`src/rtl/shf_pkg.sv`:
```
`timescale 1ns/1ps
package shf_pkg;
  typedef enum logic [2:0] {
    OP_LSH    = 3'd0,
    OP_ASH    = 3'd1,
    OP_NORM   = 3'd2,
    OP_DENORM = 3'd3,
    OP_EXP    = 3'd4,
    OP_BEXP   = 3'd5,
    OP_BCLR   = 3'd6,
    OP_NOP    = 3'd7
  } shf_op_e;

  function automatic logic is_shift_op(input logic [2:0] code);
    return (code == OP_LSH) || (code == OP_ASH) ||
           (code == OP_NORM) || (code == OP_DENORM);
  endfunction
endpackage

```
`src/rtl/shf_place.sv`:
```
`timescale 1ns/1ps
module shf_place #(
  parameter int DW = 16,
  parameter int RW = 32
) (
  input  logic [DW-1:0] din,
  input  logic          hi,
  input  logic          sext,
  output logic [RW-1:0] field
);
  localparam int PAD = RW - DW;

  always_comb begin
    if (hi) field = {din, {PAD{1'b0}}};
    else    field = {{PAD{sext & din[DW-1]}}, din};
  end
endmodule

```
`src/rtl/shf_expdet.sv`:
```
`timescale 1ns/1ps
module shf_expdet #(
  parameter int DW = 16,
  parameter int CW = 8
) (
  input  logic [DW-1:0] din,
  output logic [CW-1:0] exp_val
);
  function automatic logic [CW-1:0] sign_run(input logic [DW-1:0] v);
    logic          run;
    logic [CW-1:0] n;
    run = 1'b1;
    n   = '0;
    for (int i = DW - 2; i >= 0; i--) begin
      if (run && (v[i] == v[DW-1])) n = n + CW'(1);
      else                          run = 1'b0;
    end
    return n;
  endfunction

  assign exp_val = sign_run(din);
endmodule

```
`src/rtl/shf_core.sv`:
```
`timescale 1ns/1ps
module shf_core #(
  parameter int RW   = 32,
  parameter int CNTW = 9
) (
  input  logic [RW-1:0]   field,
  input  logic [CNTW-1:0] cnt,
  input  logic            arith,
  output logic [RW-1:0]   shifted
);
  localparam int STG = $clog2(RW);

  logic            go_right;
  logic [CNTW-1:0] mag;
  logic            too_far;
  logic [RW-1:0]   lft [0:STG];
  logic [RW-1:0]   rgt [0:STG];

  assign go_right = cnt[CNTW-1];
  assign mag      = go_right ? (CNTW'(0) - cnt) : cnt;
  assign too_far  = (mag >= CNTW'(RW));

  assign lft[0] = field;
  assign rgt[0] = field;

  for (genvar s = 0; s < STG; s++) begin : g_stage
    localparam int AMT = 1 << s;
    assign lft[s+1] = mag[s] ? (lft[s] << AMT) : lft[s];
    assign rgt[s+1] = !mag[s] ? rgt[s] :
                      arith   ? RW'($signed(rgt[s]) >>> AMT) : (rgt[s] >> AMT);
  end

  always_comb begin
    if (too_far)       shifted = (go_right && arith) ? {RW{field[RW-1]}} : '0;
    else if (go_right) shifted = rgt[STG];
    else               shifted = lft[STG];
  end
endmodule

```
`src/rtl/shf_norm_unit.sv`:
```
`timescale 1ns/1ps
module shf_norm_unit #(
  parameter int DW = 16,
  parameter int RW = 32,
  parameter int CW = 8
) (
  input  logic          clk,
  input  logic          rst_n,
  input  logic          op_valid,
  input  logic [2:0]    op_code,
  input  logic [DW-1:0] din,
  input  logic [CW-1:0] shamt,
  input  logic          place_hi,
  input  logic          merge,
  output logic [RW-1:0] result,
  output logic [CW-1:0] exp_out,
  output logic [CW-1:0] blk_exp
);
  import shf_pkg::*;

  localparam int            CNTW    = CW + 1;
  localparam logic [CW-1:0] EXP_MAX = CW'(DW - 1);

  logic            shift_en;
  logic            exp_load;
  logic            blk_upd;
  logic            blk_clr;
  logic            use_arith;
  logic [CW-1:0]   exp_now;
  logic [CW-1:0]   blk_next;
  logic [CNTW-1:0] cnt_ext;
  logic [CNTW-1:0] cnt_sel;
  logic [RW-1:0]   field;
  logic [RW-1:0]   shifted;

  assign shift_en  = op_valid && is_shift_op(op_code);
  assign blk_upd   = op_valid && (op_code == OP_BEXP);
  assign blk_clr   = op_valid && (op_code == OP_BCLR);
  assign exp_load  = (op_valid && (op_code == OP_EXP)) || blk_upd;
  assign use_arith = (op_code != OP_LSH);
  assign cnt_ext   = {shamt[CW-1], shamt};

  always_comb begin
    case (op_code)
      OP_NORM:   cnt_sel = CNTW'(exp_now);
      OP_DENORM: cnt_sel = CNTW'(0) - cnt_ext;
      default:   cnt_sel = cnt_ext;
    endcase
  end

  shf_place #(.DW(DW), .RW(RW)) u_place (
    .din(din), .hi(place_hi), .sext(use_arith), .field(field)
  );

  shf_expdet #(.DW(DW), .CW(CW)) u_expdet (
    .din(din), .exp_val(exp_now)
  );

  shf_core #(.RW(RW), .CNTW(CNTW)) u_core (
    .field(field), .cnt(cnt_sel), .arith(use_arith), .shifted(shifted)
  );

  assign blk_next = (exp_now < blk_exp) ? exp_now : blk_exp;

  always_ff @(posedge clk or negedge rst_n) begin
    if (!rst_n) begin
      result  <= '0;
      exp_out <= '0;
      blk_exp <= EXP_MAX;
    end else begin
      if (shift_en) result <= merge ? (result | shifted) : shifted;
      if (exp_load) exp_out <= exp_now;
      if (blk_clr)      blk_exp <= EXP_MAX;
      else if (blk_upd) blk_exp <= blk_next;
    end
  end

  AST_EXP_RANGE: assert property (@(posedge clk) disable iff (!rst_n)
    exp_out <= EXP_MAX);

  AST_BLK_NO_RISE: assert property (@(posedge clk) disable iff (!rst_n)
    !blk_clr |=> blk_exp <= $past(blk_exp));

  AST_BLK_RESTART: assert property (@(posedge clk) disable iff (!rst_n)
    blk_clr |=> blk_exp == EXP_MAX);

  AST_MERGE_KEEPS: assert property (@(posedge clk) disable iff (!rst_n)
    (shift_en && merge) |=> ((result & $past(result)) == $past(result)));

  AST_IDLE_HOLD: assert property (@(posedge clk) disable iff (!rst_n)
    !op_valid |=> ($stable(result) && $stable(exp_out) && $stable(blk_exp)));

  AST_NON_SHIFT_HOLD: assert property (@(posedge clk) disable iff (!rst_n)
    !shift_en |=> $stable(result));

  AST_NORM_ALIGNED: assert property (@(posedge clk) disable iff (!rst_n)
    (op_valid && op_code == OP_NORM && place_hi && !merge &&
     din != {DW{1'b0}} && din != {DW{1'b1}})
    |=> result[RW-1] != result[RW-2]);
endmodule

```
`config.mk`:
```
export PLATFORM = sky130hd
export DESIGN_NAME = shf_norm_unit
export DESIGN_NICKNAME = d
export VERILOG_FILES = /design/src/rtl/shf_pkg.sv /design/src/rtl/shf_place.sv /design/src/rtl/shf_expdet.sv /design/src/rtl/shf_core.sv /design/src/rtl/shf_norm_unit.sv
export SDC_FILE = /design/constraint.sdc
export NUM_CORES = 1
export LEC_CHECK = 0
export ABC_AREA = 1
export BUFFER_PORTS_ARGS = -buffer_cell sky130_fd_sc_hd__buf_2
export CORE_ASPECT_RATIO = 1.25
export CORE_UTILIZATION = 30
export CTS_CLUSTER_SIZE = 12
export DETAILED_ROUTE_END_ITERATION = 10
export PLACE_DENSITY = 0.59
export RECOVER_POWER = 50
export SYNTH_ARGS = -nofsm -noshare
export SYNTH_HDL_FRONTEND = slang
export SYNTH_SLANG_ARGS = --single-unit
```
`constraint.sdc`:
```
create_clock -name clk -period 1.8 [get_ports clk]
set_clock_uncertainty 0.1 [all_clocks]
set_input_delay 0.09 -clock clk [delete_from_list [all_inputs] [get_ports clk]]
set_output_delay 0.09 -clock clk [all_outputs]
set_load 0.05 [all_outputs]
```
==> results.ini, run 1 <==
[status]
status=finished, violations left
violations=negative setup slack

[synth]
synth_warnings=0
yosysTopAreaCellShare_pct=38.8
syn_avg_cell_area_sq_um=5.07
synth_most_common_cell=nand2_1
synth_top_area_cell=nand2_1
ys_types=48
synthFlopType=dfrtp_1
ys_seq_area_share_pct=14.4
synth_common_cells=866 x nand2_1, 157 x inv_1, 149 x nand3_1, 114 x o21ai_0, 69 x nor2_1
synth_nets=1705
synth_seq_cells=48
synth_edf_count=0
yosys-top-cells-area=nand2_1 39%, dfrtp_1 13%, nand3_1 8.9%
synthCells=1652
synthArstFlopShare_pct=100
netlist_area_sq_um=8370

[timing]
finalCriticalPeriod_ns=7.67
min_period_over_period_pct=426
relSlewSlack_pct=49.9
finalMaxSlewViolations=0
worst_slack_ns=-5.87
tightestPinTransition_ns=0.744
rsz0062_at_grt=yes
hold_viol_final=0
max_freq_ghz=0.130
fin_hold_ws_ns=0.0546
timing.setup.tns_ns=-252.72
setup_viol=47

[hold_path]
whs_path_depth=4
whs_endpoint=exp_out[7]
hold_path_class=primary input to flip-flop
worstHoldStart=op_valid

[floorplan]
core_area_sq_um=27500
die-area_sq_um=28600
die_w_microns=151
fp-row-count=68
boundaryPins=80
initial_core_util_pct=30.5
die_y_microns=189

[route]
post_drt_wl_per_cell_microns=14.3
vias=11200
avgViaCountPerCell=4.85
firstDrtPassIters=5
drtIter0Drc=616
wl_microns=33100
drc=0
ant_nets=0

[critical_path]
r2r-end=blk_exp[6]
reg2regPathDepth=13
crit_required_ns=1.94
endpoint_kind=flip-flop
cp_max_fo=8
crit_start=din[15]
r2r-start=blk_exp[1]
critical_path_class=primary input to flip-flop
worstPathArrival_ns=7.81
r2r_slack_ns=-0.23
crit_path_max_incr_delay_ns=0.32
slowest_stage=ha_1
startpoint_type=primary input
cpMostUsedCell=nand2_1

[grt]
grt_pass1_wl_microns=52500
grt_max_degree=64
antenna_found_initial=0
grt_usage_pct=22.9
overflow=0
grt_pass1_vias=10900

[flow_run]
drv_cap=0

[cts]
htree_levels=2
clock_path_buffers=2
numCtsBuffers=5
insertion_delay_ns=0.30
clkSinkCount=48
cts_tree=done
cts-root-buf=clkbuf_16
clk_pin_slew_ns=0.07

[finish]
fill_cells=2835
antenna_cells=0
area_growth_pct=55.9
layout.nets=2019
final_cells=2317
drive_gt1_share_pct=38.9

[placed_design]
dp_hpwl_microns=25700
io_buffers=79
gp_congestion=0.999
placedCellCount=2267

[pwr]
p_leak_nw=7.43
power_density_nw_per_um2=727
vdd_drop_max_v=0.000395

worst max-delay path: cells and delay by family:
family / cells / cell delay (ns)
AOI/OAI and AO/OA: 1 / 0.07
xor gates and xnor gates: 1 / 0.21
and+or+nand+nor: 39 / 3.86
adders and majority gates: 11 / 2.62
buffers and inverters: 11 / 0.87
through the flow:
stage / worst slack, ns / power, mW / instance area, sq um / utilization [%]
detailed placement: -6.43 / 7.20 / 11100 / 40.3
global placement: -6.28 / 7.17 / 11100 / 40.3
floorplan: -5.63 / 5.29 / 8590 / -
finish: -5.87 / 9.49 / 13000 / 47.5
global route: -6.27 / 10.2 / 13000 / 47.5
CTS: -5.71 / 9.02 / 12400 / 45.2
where the power goes:
group | switching, mW | internal [mW] | leakage [nW]
registers | 0.139 | 1.35 | 0.608
clock network | 0.435 | 0.556 | 0.0772
logic | 4.41 | 2.60 | 6.75
total | 4.99 | 4.50 | 7.43
flip-flops by register name, summed over array words and instances (netlist names):
name,flops
result,32
blk_exp,8
exp_out,8
worst max-delay path by stage:
stage	to	slack (ns)	cells after the start
6_report	result[31]	-5.87	63
5_1_grt	result[12]	-6.27	65
4_1_cts	result[6]	-5.71	64
3_5_place_dp	result[12]	-6.43	63
3_3_place_gp	result[31]	-6.28	61
2_1_floorplan	result[5]	-5.63	61
logic make-up (layout without fill, tap and decap cells):
kind of cell             Yosys count  after routing  share of synthesized area, %
other                              1              1                        0.0448
flip-flops                        48             48                          14.4
multiplexers                       2              2                         0.239
adder cells (fa/ha/maj)           21             21                          3.14
AND/OR/NAND/NOR                 1156           1156                          57.5
AO/OA/AOI/OAI                    168            168                          10.7
XOR/XNOR                           3              3                         0.314
buffers and inverters            253            568                          13.6
metal layers:
metal  track usage, %  share of wire [%]  vias up
met4             10.1                4.7        0
met3             2.06                3.5       86
li1                 -                  -     5761
met1             26.9                 42     5102
met5                0                  0        -
met2             41.4                 50      291
cells in the final DEF (no fill, tap or decap), types with 17 or more instances in the layout:
| cell | instances |
|---|---|
| buf_12 | 17 |
| buf_2 | 73 |
| buf_4 | 261 |
| dfrtp_1 | 44 |
| inv_1 | 137 |
| inv_2 | 27 |
| nand2_1 | 722 |
| nand2_2 | 141 |
| nand2_4 | 28 |
| nand3_1 | 103 |
| nand3_2 | 55 |
| nor2_1 | 53 |
| o21ai_0 | 65 |
| o21ai_1 | 19 |
| o21ai_2 | 31 |
| o21ai_4 | 17 |
cell type report:
cell class	count	area [sq um]	share of cell area, %
inverter	174	682	5.23
tap	350	438	3.36
multi-input combinational	1351	7400	56.7
timing repair buffer	386	3170	24.3
sequential	48	1210	9.25
clock inverter	2	13.8	0.106
clock buffer	6	139	1.06
timing repair:
item / 4_1_cts / 5_1_grt
gates cloned: 8 / 0
setup endpoints to repair: 47 / 47
endpoints found under the hold margin: 25 / 0
setup buffers: 21 / 12
hold buffers: 2 / 0
resized for setup: 228 / 154
pin swaps: 100 / 129
No activity file was read; power rests on OpenSTA's default activity.
==> inputs of run 2 (changes only) <==
--- a/config.mk
+++ b/config.mk
@@ -13,6 +13,7 @@
 export DETAILED_ROUTE_END_ITERATION = 10
 export PLACE_DENSITY = 0.59
 export RECOVER_POWER = 50
+export SETUP_SLACK_MARGIN = 0.3
 export SYNTH_ARGS = -nofsm -noshare
 export SYNTH_HDL_FRONTEND = slang
 export SYNTH_SLANG_ARGS = --single-unit
==> results.ini, run 2 (synthesized netlist as in run 1, its figures left out) <==
[cts]
cts-root-buf=clkbuf_16
htree_levels=2  ; unchanged
insertion_delay_ns=0.30  ; about the same
clk_pin_slew_ns=0.07  ; about the same
clkSinkCount=48  ; unchanged
numCtsBuffers=5  ; unchanged
cts_tree=done
clock_path_buffers=2  ; unchanged

[finish]
top_register=result
final_cells=2315  ; -0.086%
fill_cells=2852  ; +0.60%
drive_gt1_share_pct=39.0  ; +0.091 points
layout.nets=2017  ; -0.099%
top_regs=result x32, blk_exp x8, exp_out x8
antenna_cells=0  ; unchanged
largest_reg_flops=32  ; unchanged
area_growth_pct=55.1
final_common_cell=nand2_1
mostFrequentLayoutCells=712 x nand2_1, 260 x buf_4, 155 x nand2_2

[grt]
grt_max_degree=64  ; unchanged
grt_pass1_wl_microns=52500  ; unchanged
antenna_found_initial=0  ; unchanged
overflow=0  ; unchanged
grt_usage_pct=22.9  ; unchanged
grt_pass1_vias=10900  ; unchanged

[timing]
min_period_over_period_pct=424  ; -1.9 points
tightestPinTransition_ns=0.657  ; -0.0870 ns
rsz0062_at_grt=yes
setup_viol=47  ; unchanged
worst_slack_ns=-5.84  ; +0.0337 ns
hold_viol_final=0  ; unchanged
finalMaxSlewViolations=0  ; unchanged
relSlewSlack_pct=55.7  ; +5.9 points
max_freq_ghz=0.131  ; +0.44%
finalCriticalPeriod_ns=7.64  ; -0.0337 ns

[floorplan]
die_w_microns=151  ; unchanged
die_y_microns=189  ; unchanged
fp-row-count=68  ; unchanged
initial_core_util_pct=30.5  ; unchanged
boundaryPins=80  ; unchanged
die-area_sq_um=28600  ; unchanged
core_area_sq_um=27500  ; unchanged

[status]
violations=negative setup slack
status=finished, violations left

[placed_design]
placedCellCount=2267  ; unchanged
gp_congestion=0.999  ; unchanged
dp_slack_ns=-6.43  ; unchanged
io_buffers=79  ; unchanged
dp_hpwl_microns=25700  ; unchanged

[critical_path]
startpoint_type=primary input
critical_path_class=primary input to flip-flop
endpoint_kind=flip-flop
crit_required_ns=1.94  ; about the same
crit_path_max_incr_delay_ns=0.32  ; about the same
worstPathArrival_ns=7.78  ; -0.03 ns
cp_max_fo=8  ; unchanged
cpMostUsedCell=nand2_1
slowest_stage=ha_1

[route]
post_drt_wl_per_cell_microns=14.2  ; -0.38%
ant_nets=0  ; unchanged
firstDrtPassIters=5  ; unchanged
drtIter0Drc=716  ; +16%
vias=11200  ; +0.018%
wl_microns=32900  ; -0.46%
avgViaCountPerCell=4.86  ; +0.10%
drc=0  ; unchanged

[hold_path]
hold_path_class=primary input to flip-flop

[pwr]
total_power_mw=9.44  ; -0.44%
p_leak_nw=7.39  ; -0.55%
pwr-share-clk_pct=10.6  ; about the same
power_density_nw_per_um2=728  ; about the same
pwr-share-seq_pct=15.7  ; about the same
pwr-share-comb_pct=73.7  ; -0.2 points
p_sw_share_pct=52.6  ; about the same
power.switching_mw=4.97  ; -0.43%
vdd_drop_max_v=0.000396  ; +0.32%
internal_power_mw=4.48  ; -0.45%

[flow_run]
drv_cap=0  ; unchanged

-- run 2: cell types whose count changed in the layout (fill, tap and decap cells not counted), sizes merged --
cell / change
buf: -2
-- run 2: worst paths after layout --
kind	from	endpoint	slack, ns	cells past startpoint
worst max-delay path	din[15]	result[31]	-5.84	63
worst min-delay path	op_valid	exp_out[7]	0.05	4
worst max register to register	blk_exp[1]	blk_exp[6]	-0.23	13
worst min register to register	result[28]	result[28]	0.37	2
max in group asynchronous	rst_n	blk_exp[5]	0.37	3
min in group asynchronous	rst_n	result[3]	0.22	2
-- run 2: worst max-delay path, delay by kind of cell --
family / cells / cell delay [ns]
AND/OR/NAND/NOR: 39 / 3.85
adder cells (fa/ha/maj): 11 / 2.62
buffers and inverters: 11 / 0.87
XOR/XNOR: 1 / 0.21
AO/OA/AOI/OAI: 1 / 0.07
-- run 2: cell type report --
type,instances,area (sq um),area share (%)
Clock inverter,2,13.8,0.106
Tap cell,350,438,3.37
Timing Repair Buffer,384,3160,24.3
Clock buffer,6,139,1.07
Inverter,174,682,5.25
Sequential cell,48,1210,9.29
Multi-Input combinational cell,1351,7340,56.6
-- run 2: power groups by stage --
stage / Combinational [mW] / Clock, mW / Sequential [mW]
floorplan: 2.92 / 0 / 2.37
CTS: 6.52 / 1.02 / 1.49
global placement: 5.67 / 0 / 1.49
detailed placement: 5.70 / 0 / 1.50
global route: 7.55 / 1.06 / 1.52
finish: 6.96 / 0.999 / 1.48
-- run 2: per-layer routing --
| layer | track usage (%) | up-vias | part of all wire [%] |
|---|---|---|---|
| met1 | 26.9 | 5123 | 42 |
| li1 | - | 5757 | - |
| met2 | 41.4 | 281 | 50 |
| met4 | 10.1 | 0 | 4.5 |
| met3 | 2.06 | 81 | 3.4 |
| met5 | 0 | - | 0 |
-- run 2: per-stage QoR --
stage	hold slack [ns]	area, sq um	setup TNS (ns)	util (%)
2_1_floorplan	-0.306	8590	-243.61	-
3_3_place_gp	0.0223	11100	-270.46	40.3
3_5_place_dp	0.0215	11100	-277.56	40.3
4_1_cts	0.0480	12400	-246.26	45.2
5_1_grt	0.100	13000	-270.82	47.2
6_report	0.0502	13000	-252.46	47.2
-- run 2: what timing repair did --
item | CTS | global route
cloned | 8 | 0
gates resized for setup | 228 | 146
hold buffers | 2 | 0
buffers inserted | 21 | 9
pin swaps | 100 | 120
endpoints found under the setup margin | 47 | 47
endpoints found under the hold margin | 25 | 0
==> inputs of run 3 (changes only) <==
--- a/config.mk
+++ b/config.mk
@@ -16,4 +16,5 @@
 export SETUP_SLACK_MARGIN = 0.3
 export SYNTH_ARGS = -nofsm -noshare
 export SYNTH_HDL_FRONTEND = slang
+export SYNTH_HIERARCHICAL = 1
 export SYNTH_SLANG_ARGS = --single-unit
==> results.ini, run 3 <==
[status]
status=finished, violations left
violations=negative setup slack

[cts]
cts-root-buf=clkbuf_16
htree_levels=2  ; unchanged
clk_pin_slew_ns=0.07  ; about the same
clock_path_buffers=2  ; unchanged
clkSinkCount=48  ; unchanged
cts_tree=done
insertion_delay_ns=0.29  ; about the same
numCtsBuffers=5  ; unchanged

[timing]
finalCriticalPeriod_ns=7.38  ; -0.263 ns
setup_viol=47  ; unchanged
tightestPinTransition_ns=1.22  ; +0.567 ns
min_period_over_period_pct=410  ; -15 points
max_freq_ghz=0.136  ; +3.6%
finalMaxSlewViolations=0  ; unchanged
rsz0062_at_grt=yes
worst_slack_ns=-5.58  ; +0.263 ns
fin_hold_ws_ns=0.227  ; +0.177 ns
relSlewSlack_pct=18.4  ; -37 points
hold_viol_final=0  ; unchanged

[synth]
yosys-top-cells-area=nand2_1 33%, nand3_1 19%, dfrtp_1 13%
synth_most_common_cell=nand2_1
syn_avg_cell_area_sq_um=5.21  ; +2.9%
synthFlopType=dfrtp_1
synth_edf_count=0  ; unchanged
synthArstFlopShare_pct=100  ; unchanged
netlist_area_sq_um=8300  ; -0.81%
synth_nets=1644  ; -3.6%
synth_top_area_cell=nand2_1
yosysTopAreaCellShare_pct=32.5  ; -6.3 points
ys_seq_area_share_pct=14.5  ; +0.12 points
synthCells=1592  ; -3.6%
synth_common_cells=719 x nand2_1, 314 x nand3_1, 130 x inv_1, 84 x o21ai_0, 54 x nor2_1
synth_warnings=6  ; +6
ys_types=44  ; -8.3%
synth_seq_cells=48  ; unchanged

[route]
ant_nets=0  ; unchanged
drtIter0Drc=851  ; +19%
avgViaCountPerCell=5.21  ; +7.3%
firstDrtPassIters=8  ; +3
post_drt_wl_per_cell_microns=15.8  ; +11%
vias=11600  ; +3.2%
drc=0  ; unchanged
wl_microns=35300  ; +7.0%

[critical_path]
crit_path_max_incr_delay_ns=0.30  ; -0.02 ns
cp_max_fo=12  ; +4
worstPathArrival_ns=7.46  ; -0.32 ns
slowest_stage=bufbuf_16
endpoint_kind=flip-flop
crit_required_ns=1.88  ; -0.06 ns
startpoint_type=primary input
critical_path_class=primary input to flip-flop

[pwr]
pwr-share-clk_pct=11.7  ; +1.1 points
pwr-share-seq_pct=15.4  ; -0.3 points
pwr-share-comb_pct=72.9  ; -0.8 points
p_sw_share_pct=51.2  ; -1.4 points
p_leak_nw=7.47  ; +1.0%
total_power_mw=9.37  ; -0.76%
internal_power_mw=4.58  ; +2.2%
power_density_nw_per_um2=688  ; -5.4%
power.switching_mw=4.80  ; -3.4%
vdd_drop_max_v=0.000628  ; +58%

[finish]
layout.nets=1932  ; -4.2%
final_common_cell=nand2_1
fin_area_sq_um=13600  ; +4.9%
mostFrequentLayoutCells=562 x nand2_1, 221 x buf_4, 188 x nand3_1
antenna_cells=0  ; unchanged
final_cells=2226  ; -3.8%
top_regs=result x32, blk_exp x8, exp_out x8
top_register=result
largest_reg_flops=32  ; unchanged
area_growth_pct=64.1
drive_gt1_share_pct=43.1  ; +4.0 points

[floorplan]
fp-row-count=67  ; -1.5%
boundaryPins=80  ; unchanged
die-area_sq_um=28300  ; -0.79%
die_w_microns=151  ; -0.40%
die_y_microns=188  ; -0.40%
initial_core_util_pct=30.8  ; +0.30 points
core_area_sq_um=27000  ; -1.8%

[grt]
grt_usage_pct=23.5  ; +0.59 points
grt_pass1_vias=10600  ; -2.4%
overflow=0  ; unchanged
grt_max_degree=49  ; -23%
grt_pass1_wl_microns=53600  ; +2.1%
antenna_found_initial=0  ; unchanged

[placed_design]
dp_hpwl_microns=24700  ; -4.0%
postPlaceCellArea_sq_um=10600  ; -4.1%
gp_congestion=0.933  ; -6.6%
io_buffers=79  ; unchanged
placedCellCount=2145  ; -5.4%

[hold_path]
hold_path_class=primary input to flip-flop

[flow_run]
drv_cap=0  ; unchanged

run 3: path summary, 6_finish.rpt:
check                      cells past startpoint        from  slack, ns    endpoint
setup reg to reg                              11  blk_exp[3]       0.06  blk_exp[4]
min in group asynchronous                      3       rst_n       0.55   result[2]
hold / removal                                 4    op_valid       0.23  blk_exp[3]
hold reg to reg                                2  exp_out[4]       0.39  exp_out[4]
setup / recovery                              57     din[13]      -5.58  result[29]
max in group asynchronous                      3       rst_n       0.28  exp_out[6]
run 3: what timing repair did:
item | in CTS | in global routing
endpoints found under the setup margin | 47 | 47
buffers inserted | 37 | 16
gates resized for setup | 247 | 215
cloned | 11 | 8
hold buffers | 1 | 0
endpoints found under the hold margin | 48 | 0
pin swaps | 68 | 112
run 3: worst max-delay path: cells and delay by family:
kind            cells  cell delay, ns
xor+xnor            1            0.21
simple gates       32            3.39
compound gates      3            0.28
mux                 1            0.27
buf+inv            10            0.99
fa+ha+maj          10            2.20
run 3: layout make-up:
class                           instances  area [sq um]
Timing Repair Buffer                  371          3400
Tap cell                              345           432
Inverter                              149           591
Sequential cell                        48          1210
Clock inverter                          3          46.3
Clock buffer                            5           125
Multi-Input combinational cell       1305          7830
Fill cell                            2615         13400
run 3: kinds of logic after synthesis:
group	synth area share (%)
adders and majority gates	3.01
muxes	0.543
xor gates and xnor gates	0.302
other	0.0452
and+or+nand+nor	60.8
DFF	14.5
buffers and inverters	13.3
AOI/OAI and AO/OA	7.46
run 3: power groups by stage:
| stage | clock network (mW) | registers [mW] | logic [mW] |
|---|---|---|---|
| 3_3_place_gp | 0 | 1.46 | 5.01 |
| 4_1_cts | 1.13 | 1.45 | 5.96 |
| 5_1_grt | 1.17 | 1.49 | 7.30 |
| 3_5_place_dp | 0 | 1.47 | 5.03 |
| 2_1_floorplan | 0 | 2.30 | 2.53 |
| 6_report | 1.10 | 1.45 | 6.83 |
run 3: routing by layer:
layer	wire (microns)	GRT usage (%)
met5	0	0
met4	1720	9.04
met3	1980	1.65
met2	17400	40.9
met1	14200	29.8
run 3: metrics by stage:
stage	setup slack [ns]	TNS [ns]	utilization [%]
finish	-5.58	-243.31	50.5
global route	-5.95	-259.86	50.5
CTS	-5.44	-236.86	45.9
detailed placement	-6.13	-267.77	39.3
global placement	-5.93	-258.93	39.3
floorplan	-5.29	-230.60	-
